$ cat src/rtl/modexp_pkg.sv
package modexp_pkg;
    typedef enum logic [2:0] {
        S_IDLE,
        S_SQR,
        S_SQW,
        S_MUL,
        S_MLW,
        S_STEP,
        S_DONE
    } ctl_state_t;

    localparam int LANES = 2;
endpackage

$ cat src/rtl/modexp_lane.sv
module modexp_lane #(
    parameter int LW = 32
) (
    input  logic                          clk,
    input  logic                          rst_n,
    input  logic                          load_i,
    input  logic [LW-1:0]                 base_i,
    input  logic [LW-1:0]                 mod_i,
    input  logic [LW-1:0]                 exp_i,
    input  logic                          latch_i,
    input  logic [LW-1:0]                 prod_i,
    input  logic                          shift_i,
    output logic [LW-1:0]                 res_o,
    output logic [LW-1:0]                 base_o,
    output logic [LW-1:0]                 mod_o,
    output logic                          msb_o,
    output logic [$clog2(2*LW+1)-1:0]     cnt_o
);
    localparam int CW = $clog2(2*LW+1);

    logic [LW-1:0] res_q, base_q, mod_q, exp_q;
    logic [CW-1:0] cnt_q;

    always_ff @(posedge clk or negedge rst_n) begin
        if (!rst_n) begin
            res_q  <= '0;
            base_q <= '0;
            mod_q  <= '0;
            exp_q  <= '0;
            cnt_q  <= '0;
        end else if (load_i) begin
            res_q  <= LW'(1);
            base_q <= base_i;
            mod_q  <= mod_i;
            exp_q  <= exp_i;
            cnt_q  <= '0;
        end else begin
            if (latch_i) begin
                res_q <= prod_i;
                cnt_q <= cnt_q + CW'(1);
            end
            if (shift_i) begin
                exp_q <= exp_q << 1;
            end
        end
    end

    assign res_o  = res_q;
    assign base_o = base_q;
    assign mod_o  = mod_q;
    assign msb_o  = exp_q[LW-1];
    assign cnt_o  = cnt_q;

    // a lane never performs more than two operations per exponent bit
    p_cnt_bound_r3: assert property (@(posedge clk) disable iff (!rst_n)
        cnt_q <= CW'(2*LW));

    // a start seeds the running result with 1 and clears the count
    p_load_seed_r6: assert property (@(posedge clk) disable iff (!rst_n)
        load_i |=> (res_q == LW'(1)) && (cnt_q == '0));
endmodule

$ cat src/rtl/modexp_ctrl.sv
module modexp_ctrl
    import modexp_pkg::*;
#(
    parameter int W = 32
) (
    input  logic       clk,
    input  logic       rst_n,
    input  logic       go_i,
    input  logic       dual_i,
    input  logic       ack_i,
    input  logic       bit0_i,
    input  logic       bit1_i,
    output logic       load_o,
    output logic       busy_o,
    output logic       done_o,
    output logic       req_o,
    output logic       use_base_o,
    output logic [1:0] en_o,
    output logic [1:0] latch_o,
    output logic       shift_o,
    output logic       dual_o
);
    localparam int HW  = W / 2;
    localparam int BCW = $clog2(W);

    ctl_state_t     st_q, st_d;
    logic [BCW-1:0] bit_q;
    logic           dual_q;
    logic [1:0]     mul_bits, sq_lanes;

    assign mul_bits = {dual_q & bit1_i, bit0_i};
    assign sq_lanes = {dual_q, 1'b1};

    // state register with the bit position and captured mode
    always_ff @(posedge clk or negedge rst_n) begin
        if (!rst_n) begin
            st_q   <= S_IDLE;
            bit_q  <= '0;
            dual_q <= 1'b0;
        end else begin
            st_q <= st_d;
            if (st_q == S_IDLE && go_i) begin
                dual_q <= dual_i;
                bit_q  <= dual_i ? BCW'(HW-1) : BCW'(W-1);
            end else if (st_q == S_STEP && bit_q != '0) begin
                bit_q <= bit_q - BCW'(1);
            end
        end
    end

    // next state
    always_comb begin
        st_d = st_q;
        unique case (st_q)
            S_IDLE: if (go_i) st_d = S_SQR;
            S_SQR:  st_d = S_SQW;
            S_SQW:  if (ack_i) st_d = (mul_bits != 2'b00) ? S_MUL : S_STEP;
            S_MUL:  st_d = S_MLW;
            S_MLW:  if (ack_i) st_d = S_STEP;
            S_STEP: st_d = (bit_q == '0) ? S_DONE : S_SQR;
            S_DONE: st_d = S_IDLE;
            default: st_d = S_IDLE;
        endcase
    end

    // outputs
    always_comb begin
        load_o     = 1'b0;
        busy_o     = 1'b1;
        done_o     = 1'b0;
        req_o      = 1'b0;
        use_base_o = 1'b0;
        en_o       = 2'b00;
        latch_o    = 2'b00;
        shift_o    = 1'b0;
        unique case (st_q)
            S_IDLE: begin
                busy_o = 1'b0;
                load_o = go_i;
            end
            S_SQR: begin
                req_o = 1'b1;
                en_o  = sq_lanes;
            end
            S_SQW: begin
                en_o    = sq_lanes;
                latch_o = ack_i ? sq_lanes : 2'b00;
            end
            S_MUL: begin
                req_o      = 1'b1;
                use_base_o = 1'b1;
                en_o       = mul_bits;
            end
            S_MLW: begin
                use_base_o = 1'b1;
                en_o       = mul_bits;
                latch_o    = ack_i ? mul_bits : 2'b00;
            end
            S_STEP: shift_o = 1'b1;
            S_DONE: done_o  = 1'b1;
            default: busy_o = 1'b0;
        endcase
    end

    assign dual_o = dual_q;

    // a request lasts a single cycle
    p_req_pulse_r9: assert property (@(posedge clk) disable iff (!rst_n)
        req_o |=> !req_o);

    // completion is a one-cycle pulse followed by idle
    p_done_pulse_r7: assert property (@(posedge clk) disable iff (!rst_n)
        done_o |=> !done_o && !busy_o);

    // a request always enables at least one lane
    p_en_nonzero_r5: assert property (@(posedge clk) disable iff (!rst_n)
        req_o |-> en_o != 2'b00);

    // the upper lane stays off in single mode
    p_upper_quiet_r4: assert property (@(posedge clk) disable iff (!rst_n)
        (busy_o && !dual_q) |-> !en_o[1]);

    // a start while busy does not abort the running operation
    p_go_ignored_r8: assert property (@(posedge clk) disable iff (!rst_n)
        (busy_o && !done_o && go_i) |=> busy_o);
endmodule

$ cat src/rtl/modexp_sqmul.sv
module modexp_sqmul
    import modexp_pkg::*;
#(
    parameter int W = 32
) (
    input  logic                      clk,
    input  logic                      rst_n,
    input  logic                      go_i,
    input  logic                      dual_i,
    input  logic [W-1:0]              base_i,
    input  logic [W-1:0]              expo_i,
    input  logic [W-1:0]              mod_i,
    output logic                      busy_o,
    output logic                      done_o,
    output logic [W-1:0]              res_o,
    output logic [$clog2(2*W+1)-1:0]  cnt0_o,
    output logic [$clog2(W+1)-1:0]    cnt1_o,
    output logic                      mul_req_o,
    output logic                      mul_dual_o,
    output logic [LANES-1:0]          mul_en_o,
    output logic [W-1:0]              mul_a_o,
    output logic [W-1:0]              mul_b_o,
    output logic [W-1:0]              mul_m_o,
    input  logic                      mul_ack_i,
    input  logic [W-1:0]              mul_p_i
);
    localparam int HW = W / 2;

    logic           load, use_base, shift, dual_q;
    logic [1:0]     latch;
    logic           msb0, msb1;
    logic [W-1:0]   res0, base0, mod0, exp0_ld, prod0;
    logic [HW-1:0]  res1, base1, mod1;
    logic [W-1:0]   res_pk, base_pk, mod_pk;

    // lane 0 takes the full word or, in dual mode, the low half aligned to its top
    assign exp0_ld = dual_i ? {expo_i[HW-1:0], {HW{1'b0}}} : expo_i;
    assign prod0   = dual_q ? {{HW{1'b0}}, mul_p_i[HW-1:0]} : mul_p_i;

    modexp_ctrl #(.W(W)) u_ctrl (
        .clk        (clk),
        .rst_n      (rst_n),
        .go_i       (go_i),
        .dual_i     (dual_i),
        .ack_i      (mul_ack_i),
        .bit0_i     (msb0),
        .bit1_i     (msb1),
        .load_o     (load),
        .busy_o     (busy_o),
        .done_o     (done_o),
        .req_o      (mul_req_o),
        .use_base_o (use_base),
        .en_o       (mul_en_o),
        .latch_o    (latch),
        .shift_o    (shift),
        .dual_o     (dual_q)
    );

    modexp_lane #(.LW(W)) u_lane0 (
        .clk     (clk),
        .rst_n   (rst_n),
        .load_i  (load),
        .base_i  (dual_i ? {{HW{1'b0}}, base_i[HW-1:0]} : base_i),
        .mod_i   (dual_i ? {{HW{1'b0}}, mod_i[HW-1:0]} : mod_i),
        .exp_i   (exp0_ld),
        .latch_i (latch[0]),
        .prod_i  (prod0),
        .shift_i (shift),
        .res_o   (res0),
        .base_o  (base0),
        .mod_o   (mod0),
        .msb_o   (msb0),
        .cnt_o   (cnt0_o)
    );

    modexp_lane #(.LW(HW)) u_lane1 (
        .clk     (clk),
        .rst_n   (rst_n),
        .load_i  (load),
        .base_i  (base_i[W-1:HW]),
        .mod_i   (mod_i[W-1:HW]),
        .exp_i   (expo_i[W-1:HW]),
        .latch_i (latch[1]),
        .prod_i  (mul_p_i[W-1:HW]),
        .shift_i (shift),
        .res_o   (res1),
        .base_o  (base1),
        .mod_o   (mod1),
        .msb_o   (msb1),
        .cnt_o   (cnt1_o)
    );

    // pack lane registers onto the shared word
    assign res_pk  = dual_q ? {res1,  res0[HW-1:0]}  : res0;
    assign base_pk = dual_q ? {base1, base0[HW-1:0]} : base0;
    assign mod_pk  = dual_q ? {mod1,  mod0[HW-1:0]}  : mod0;

    assign res_o      = res_pk;
    assign mul_a_o    = res_pk;
    assign mul_b_o    = use_base ? base_pk : res_pk;
    assign mul_m_o    = mod_pk;
    assign mul_dual_o = dual_q;

    // the modulus presented to the multiplier never changes during a run
    p_mod_stable_r10: assert property (@(posedge clk) disable iff (!rst_n)
        (busy_o && !$past(load)) |-> $stable(mul_m_o));

    // operands are held while waiting for the acknowledge
    p_opnd_hold_r9: assert property (@(posedge clk) disable iff (!rst_n)
        (mul_req_o && !mul_ack_i) |=> $stable(mul_a_o) && $stable(mul_b_o));
endmodule

$ cat config.mk
export PLATFORM = sky130hd
export DESIGN_NAME = modexp_sqmul
export DESIGN_NICKNAME = d
export VERILOG_FILES = /design/src/rtl/modexp_pkg.sv /design/src/rtl/modexp_lane.sv /design/src/rtl/modexp_ctrl.sv /design/src/rtl/modexp_sqmul.sv
export SDC_FILE = /design/constraint.sdc
export NUM_CORES = 1
export LEC_CHECK = 0
export BUFFER_PORTS_ARGS = -buffer_cell sky130_fd_sc_hd__buf_2
export CAP_MARGIN = 20
export CORE_MARGIN = 5
export CORE_UTILIZATION = 45
export CTS_BUF_LIST = sky130_fd_sc_hd__clkbuf_8
export CTS_CLUSTER_DIAMETER = 200
export DETAILED_ROUTE_END_ITERATION = 8
export HOLD_SLACK_MARGIN = 0.08
export PLACE_DENSITY = 0.77
export SLEW_MARGIN = 15
export SYNTH_ARGS = -nofsm -noshare
export SYNTH_HDL_FRONTEND = slang
export SYNTH_SLANG_ARGS = --single-unit
$ cat constraint.sdc
create_clock -name clk -period 3.7 [get_ports clk]
set_clock_uncertainty 0.2 [all_clocks]
set_input_delay 0.74 -clock clk [delete_from_list [all_inputs] [get_ports clk]]
set_output_delay 0.74 -clock clk [all_outputs]
set_load 0.03 [all_outputs]
==> results.cfg, run 1 <==
[timing]
period_needed_ps = 3195
finalSetupViolations = 0
max_freq_mhz = 313.0
worst_pin_slew_ps = 1043
fin_crit_sh_pct = 86.35
fin_tns_setup_ps = 0
slew_headroom_pct = 30.48
rsz0062_at_grt = no
hold_violations = 0
slew_viol_final = 0
whs_ps = 213.3
worst_slack_ps = 504.9

[global_route]
grt_use_total_pct = 19.74
grt_max_degree = 91
grt-ovfl-total = 0
antenna_found_initial = 2
grt_first_pass_wirelength_mm = 43.01
grt_pass1_vias = 8483

[floorplanning]
core_um2 = 23260
die_area_um2 = 26510
start_util_pct = 45.18
die_x_um = 162.8
pin_count = 280
num_rows = 56
die_h_um = 162.8

[cts]
htreeDepth = 2
cts_buffers = 38
cts.repair.resized = 0
cts_tree = done
clk_pin_slew_ps = 60
cts_root_buf = clkbuf_8
clock_latency_ps = 510
cts_sinks = 214
cts_buffer_depth = 3

[placement]
gp_congestion = 0.8674
dp_hpwl_mm = 18.78
numPortBuffers = 279
place_ws_ps = 736.1
placed_cells = 1639

[synthesis]
synth_area_leader_cell = dfrtp_1
synth_top_cells_by_area = dfrtp_1 (51%), nand2_1 (15%), mux2_2 (5.3%)
ys_seq_elements = 214
ys_types = 49
synth_fp_nets = 1302
ys_warn_count = 0
synth_area_um2 = 10510
ys_seq_area_share_pct = 50.96
avgSynthCellArea_um2 = 9.013
postSynthCellCount = 1166
synth_top_area_share_pct = 50.96

[min_path]
min_path_type = in -> reg

[power_and_ir_drop]
seqPwrFrac_pct = 34.0
clockPowerShare_pct = 17.3
irDropWorstVdd_mv = 0.4802
p_leak_nw = 6.566
combPwrFrac_pct = 48.7
internal_power_w = 0.006330
switching_share_pct = 46.13
power_density_nw_per_um2 = 950.3
p_sw_w = 0.005421

[cells_and_area]
finalNonFillerCells = 1705
final_nets = 1498
seqCellArea_um2 = 5356
nFillCells = 2146
multi_input_area_um2 = 4237
syn2layout_area_growth_pct = 17.68
layout_common_cells = nand2_1 (423), buf_2 (278), dfrtp_1 (213)
layout_commonest_cell = nand2_1
drive_above_1_share_pct = 29.53

[route]
routed_wl_mm = 27.08
drcViolationCount = 0
ant_nets = 0
wl_per_cell_um = 15.88
vias_per_cell = 5.095
drt_pass1_iterations = 7
initialDrtViolationCount = 608
vias = 8687

[worst_setup_path]
startpoint_type = flop
cp.arrival_ps = 2260
worst-setup-path-type = reg -> out
worstSetupEndpointType = primary output
critPathMaxFanout = 17
critical_path_required_ps = 2760

[outcome]
outcome = complete, no violations

[job]
cap_violations = 0
-- power by group through the flow --
stage | combinational (W) | sequential, W | clock (W)
after global routing | 0.00623 | 0.00412 | 0.00222
after detailed placement | 0.00574 | 0.00403 | 0
after floorplan | 0.00474 | 0.00383 | 0
after global placement | 0.00563 | 0.00398 | 0
after CTS | 0.00576 | 0.00399 | 0.00212
final | 0.00572 | 0.00400 | 0.00204
-- layer usage --
| metal | vias to the layer above | part of all wire, % | track usage (%) |
|---|---|---|---|
| li1 | 4199 | - | - |
| met1 | 4147 | 41 | 24.84 |
| met2 | 296 | 49 | 33.57 |
| met3 | 43 | 8.2 | 5.138 |
| met4 | 2 | 1.9 | 5.986 |
| met5 | - | 0.026 | 0 |
-- cells by family (layout without fill, tap and decap cells) --
| group | count (synthesis) | count (layout) | share of synthesized area, % |
|---|---|---|---|
| AOI/OAI and AO/OA | 172 | 172 | 9.692 |
| buffers and inverters | 151 | 370 | 8.894 |
| DFF | 214 | 214 | 50.96 |
| other | 0 | 1 | 0 |
| adders and majority gates | 3 | 3 | 0.3572 |
| xor gates and xnor gates | 6 | 6 | 0.5001 |
| muxes | 90 | 90 | 9.156 |
| and+or+nand+nor | 530 | 530 | 20.44 |
-- registers in the layout (all words and copies together), names as in the netlist --
name / cells
u_lane0.base_o: 32
u_lane0.exp_q: 32
u_lane0.mod_o: 32
u_lane0.res_o: 32
u_lane1.base_o: 16
u_lane1.exp_q: 16
u_lane1.mod_o: 16
u_lane1.res_o: 16
u_lane0.cnt_o: 7
u_lane1.cnt_o: 6
u_ctrl.bit_q: 5
u_ctrl.st_q: 3
u_ctrl.dual_o: 1
-- cell usage after synthesis, drive strengths merged --
cell	number
a22o	1
nand4	2
o31ai	2
a32o	1
buf	118
a2111oi	2
o2bb2ai	2
o22ai	3
o211ai	2
nand2	423
nor2	41
ha	3
or4b	2
a211oi	3
a311oi	1
nor2b	3
a21oi	51
mux2i	41
nor3	3
clkbuf	27
nand3b	4
nand3	42
mux2	49
nor4	1
and3	1
a211o	1
nor3b	1
and3b	2
dfrtp	214
or4	1
xnor2	6
nand2b	2
a21o	1
and2	1
nor4b	1
o21ai	60
a31oi	17
a22oi	25
inv	6
-- cell type report --
class / count / share of cell area, %
inverter: 6 / 0.1821
sequential: 214 / 43.31
antenna: 1 / 0.02023
clock buffer: 47 / 5.231
clock inverter: 16 / 0.5463
timing repair buffer: 301 / 13.22
multi-input combinational: 801 / 34.26
tap: 319 / 3.227
-- what timing repair did --
action,in CTS,in global routing
endpoints found under the setup margin,0,4
buffers inserted,0,1
hold buffers,1,0
hold endpoints to repair,61,0
-- worst paths after layout --
kind                                                from                            end  slack [ps]  depth (start not counted)
max                            u_ctrl.dual_o$_DFFE_PN0P_                    mul_b_o[20]         500                          5
max reg2reg                   u_ctrl.st_q[2]$_DFFE_PN0P_   u_lane0.res_o[9]$_DFFE_PN0P_        1030                          6
min in group asynchronous                          rst_n  u_lane0.exp_q[15]$_DFFE_PN0P_         590                          2
max in group asynchronous                          rst_n  u_lane0.res_o[11]$_DFFE_PN0P_        1850                          3
min reg2reg                u_lane0.mod_o[26]$_DFFE_PN0P_  u_lane0.mod_o[26]$_DFFE_PN0P_         260                          2
min                                             mod_i[8]   u_lane0.mod_o[8]$_DFFE_PN0P_         210                          3
-- through the flow --
stage | util (%) | total power [W] | cell area [um^2]
3_3_place_gp | 50.01 | 0.009608 | 11630
6_report | 53.16 | 0.01175 | 12370
4_1_cts | 53.12 | 0.01187 | 12360
3_5_place_dp | 50.01 | 0.009767 | 11630
2_1_floorplan | - | 0.008571 | 10510
5_1_grt | 53.16 | 0.01257 | 12370
-- worst max-delay path: stages (launching register included) --
cell and delay (ps):
dfrtp_2 670, buf_4 310, mux2_2 400, nand2_1 90
o21ai_0 80, buf_2 190
Note: power is estimated with default switching activity, not from simulation.
==> run 2, diff against run 1 <==
- BUFFER_PORTS_ARGS: -buffer_cell sky130_fd_sc_hd__buf_2 -> not set
- DONT_BUFFER_PORTS: not set -> 1
- PLACE_DENSITY: 0.77 -> 0.67
==> results.cfg, run 2 (synthesis gave the netlist of run 1 again) <==
[timing]
slew_headroom_pct = 41.37
finalSetupViolations = 0
slew_viol_final = 0
period_needed_ps = 3358
max_freq_mhz = 297.8
whs_ps = -272.4
fin_tns_setup_ps = 0
worst_pin_slew_ps = 879.4
worst_slack_ps = 342.3
rsz0062_at_grt = no
fin_crit_sh_pct = 90.75
hold_violations = 214

[worst_setup_path]
cp_slowest_cell = dfrtp_1
startpoint_type = flop
critical_path_required_ps = 2760
r2r-start = u_ctrl.st_q[1]$_DFFE_PN0P_
cp_cell_sequence = nor3b_1 -> a21oi_4 -> buf_4 -> o21ai_0 -> buf_4
critPathMaxFanout = 33
cpPeakStageDelay_ps = 720
crit_top_cell = buf_4
worstSetupEndpointType = primary output
cp.arrival_ps = 2420
cp-startpoint = u_ctrl.st_q[2]$_DFFE_PN0P_
worst-setup-path-type = reg -> out

[cts]
cts_sinks = 214
clk_pin_slew_ps = 50
cts_tree = done
cts_root_buf = clkbuf_8
cts.repair.resized = 0
htreeDepth = 2
cts_buffer_depth = 3
clock_latency_ps = 520
cts_buffers = 38

[global_route]
grt-ovfl-total = 0
grt_max_degree = 215
grt_pass1_vias = 7591
grt_use_total_pct = 19.47
antenna_found_initial = 0
grt_first_pass_wirelength_mm = 42.01

[route]
wl_per_cell_um = 18.49
initialDrtViolationCount = 670
routed_wl_mm = 26.49
drcViolationCount = 0
ant_nets = 0
drt_pass1_iterations = 7
vias = 7613
vias_per_cell = 5.313

[outcome]
outcome = complete, but fails checks
violations = negative hold slack

[placement]
gp_congestion = 0.8309
numPortBuffers = 0
placed_cells = 1371
dp_hpwl_mm = 17.50
place_ws_ps = 893.3

[power_and_ir_drop]
internal_power_w = 0.005807
switching_share_pct = 47.30
irDropWorstVdd_mv = 0.3816
p_sw_w = 0.005212
seqPwrFrac_pct = 41.8
p_total_w = 0.01102
p_leak_nw = 5.342
combPwrFrac_pct = 40.2
power_density_nw_per_um2 = 1005
clockPowerShare_pct = 18.0

[floorplanning]
pin_count = 280
num_rows = 56
die_x_um = 162.8
die_h_um = 162.8
start_util_pct = 45.18
die_area_um2 = 26510
core_um2 = 23260

[cells_and_area]
drive_above_1_share_pct = 12.30
n_antenna_cell = 0
layout_commonest_cell = nand2_1
syn2layout_area_growth_pct = 4.310
final_nets = 1229
finalNonFillerCells = 1433
layout_common_cells = nand2_1 (423), dfrtp_1 (213), mux2_2 (49)

[job]
cap_violations = 0

[min_path]
min_path_type = in -> async
-- run 2: timing repair --
item | CTS | global route
buffers inserted | 0 | 0
endpoints found under the setup margin | 0 | 0
endpoints found under the hold margin | 214 | 215
-- run 2: power by group through the flow --
stage                     Combinational, W  Clock [W]  Sequential (W)
after global routing               0.00488    0.00218         0.00475
after detailed placement           0.00446          0         0.00464
after CTS                          0.00447    0.00207         0.00461
after global placement             0.00438          0         0.00462
final                              0.00443    0.00199         0.00460
after floorplan                    0.00474          0         0.00383
-- run 2: worst paths after layout --
check                                                       to  slack, ps  cells after the start
worst max-delay path                               mul_b_o[24]        340                      5
max in group asynchronous            u_ctrl.dual_o$_DFFE_PN0P_       2950                      0
worst min-delay path            u_lane0.base_o[14]$_DFFE_PN0P_       -270                      0
worst max register to register    u_lane0.cnt_o[5]$_DFFE_PN0P_        960                      5
min in group clk                u_lane1.base_o[15]$_DFFE_PN0P_        130                      2
worst min register to register   u_lane0.mod_o[17]$_DFFE_PN0P_        260                      2
-- run 2: critical path: cells and delay by family (launching register included) --
| family | cells | cell delay, ps |
|---|---|---|
| flip-flops | 1 | 720 |
| AND/OR/NAND/NOR | 1 | 460 |
| buffers and inverters | 2 | 450 |
| AO/OA/AOI/OAI | 2 | 270 |
-- run 2: layout make-up --
type                            count  area, um^2
Multi-Input combinational cell    801        4237
Fill cell                        2226       12300
Sequential cell                   214        5356
Timing Repair Buffer               32       267.8
Tap cell                          319       399.1
Inverter                            6       22.52
Clock inverter                     17       73.82
Clock buffer                       44       605.6
-- run 2: through the flow --
step | area [um^2] | util [%]
6_report | 10960 | 47.12
5_1_grt | 10960 | 47.12
4_1_cts | 10950 | 47.08
3_5_place_dp | 10270 | 44.16
3_3_place_gp | 10270 | 44.16
2_1_floorplan | 10510 | -
-- run 2: layer usage --
metal / share of wire (%) / up-vias / track usage [%]
met1: 42 / 3646 / 25.28
met3: 8.4 / 42 / 6.201
li1: - / 3645 / -
met4: 2.3 / 0 / 6.519
met5: 0 / - / 0
met2: 48 / 280 / 31.06
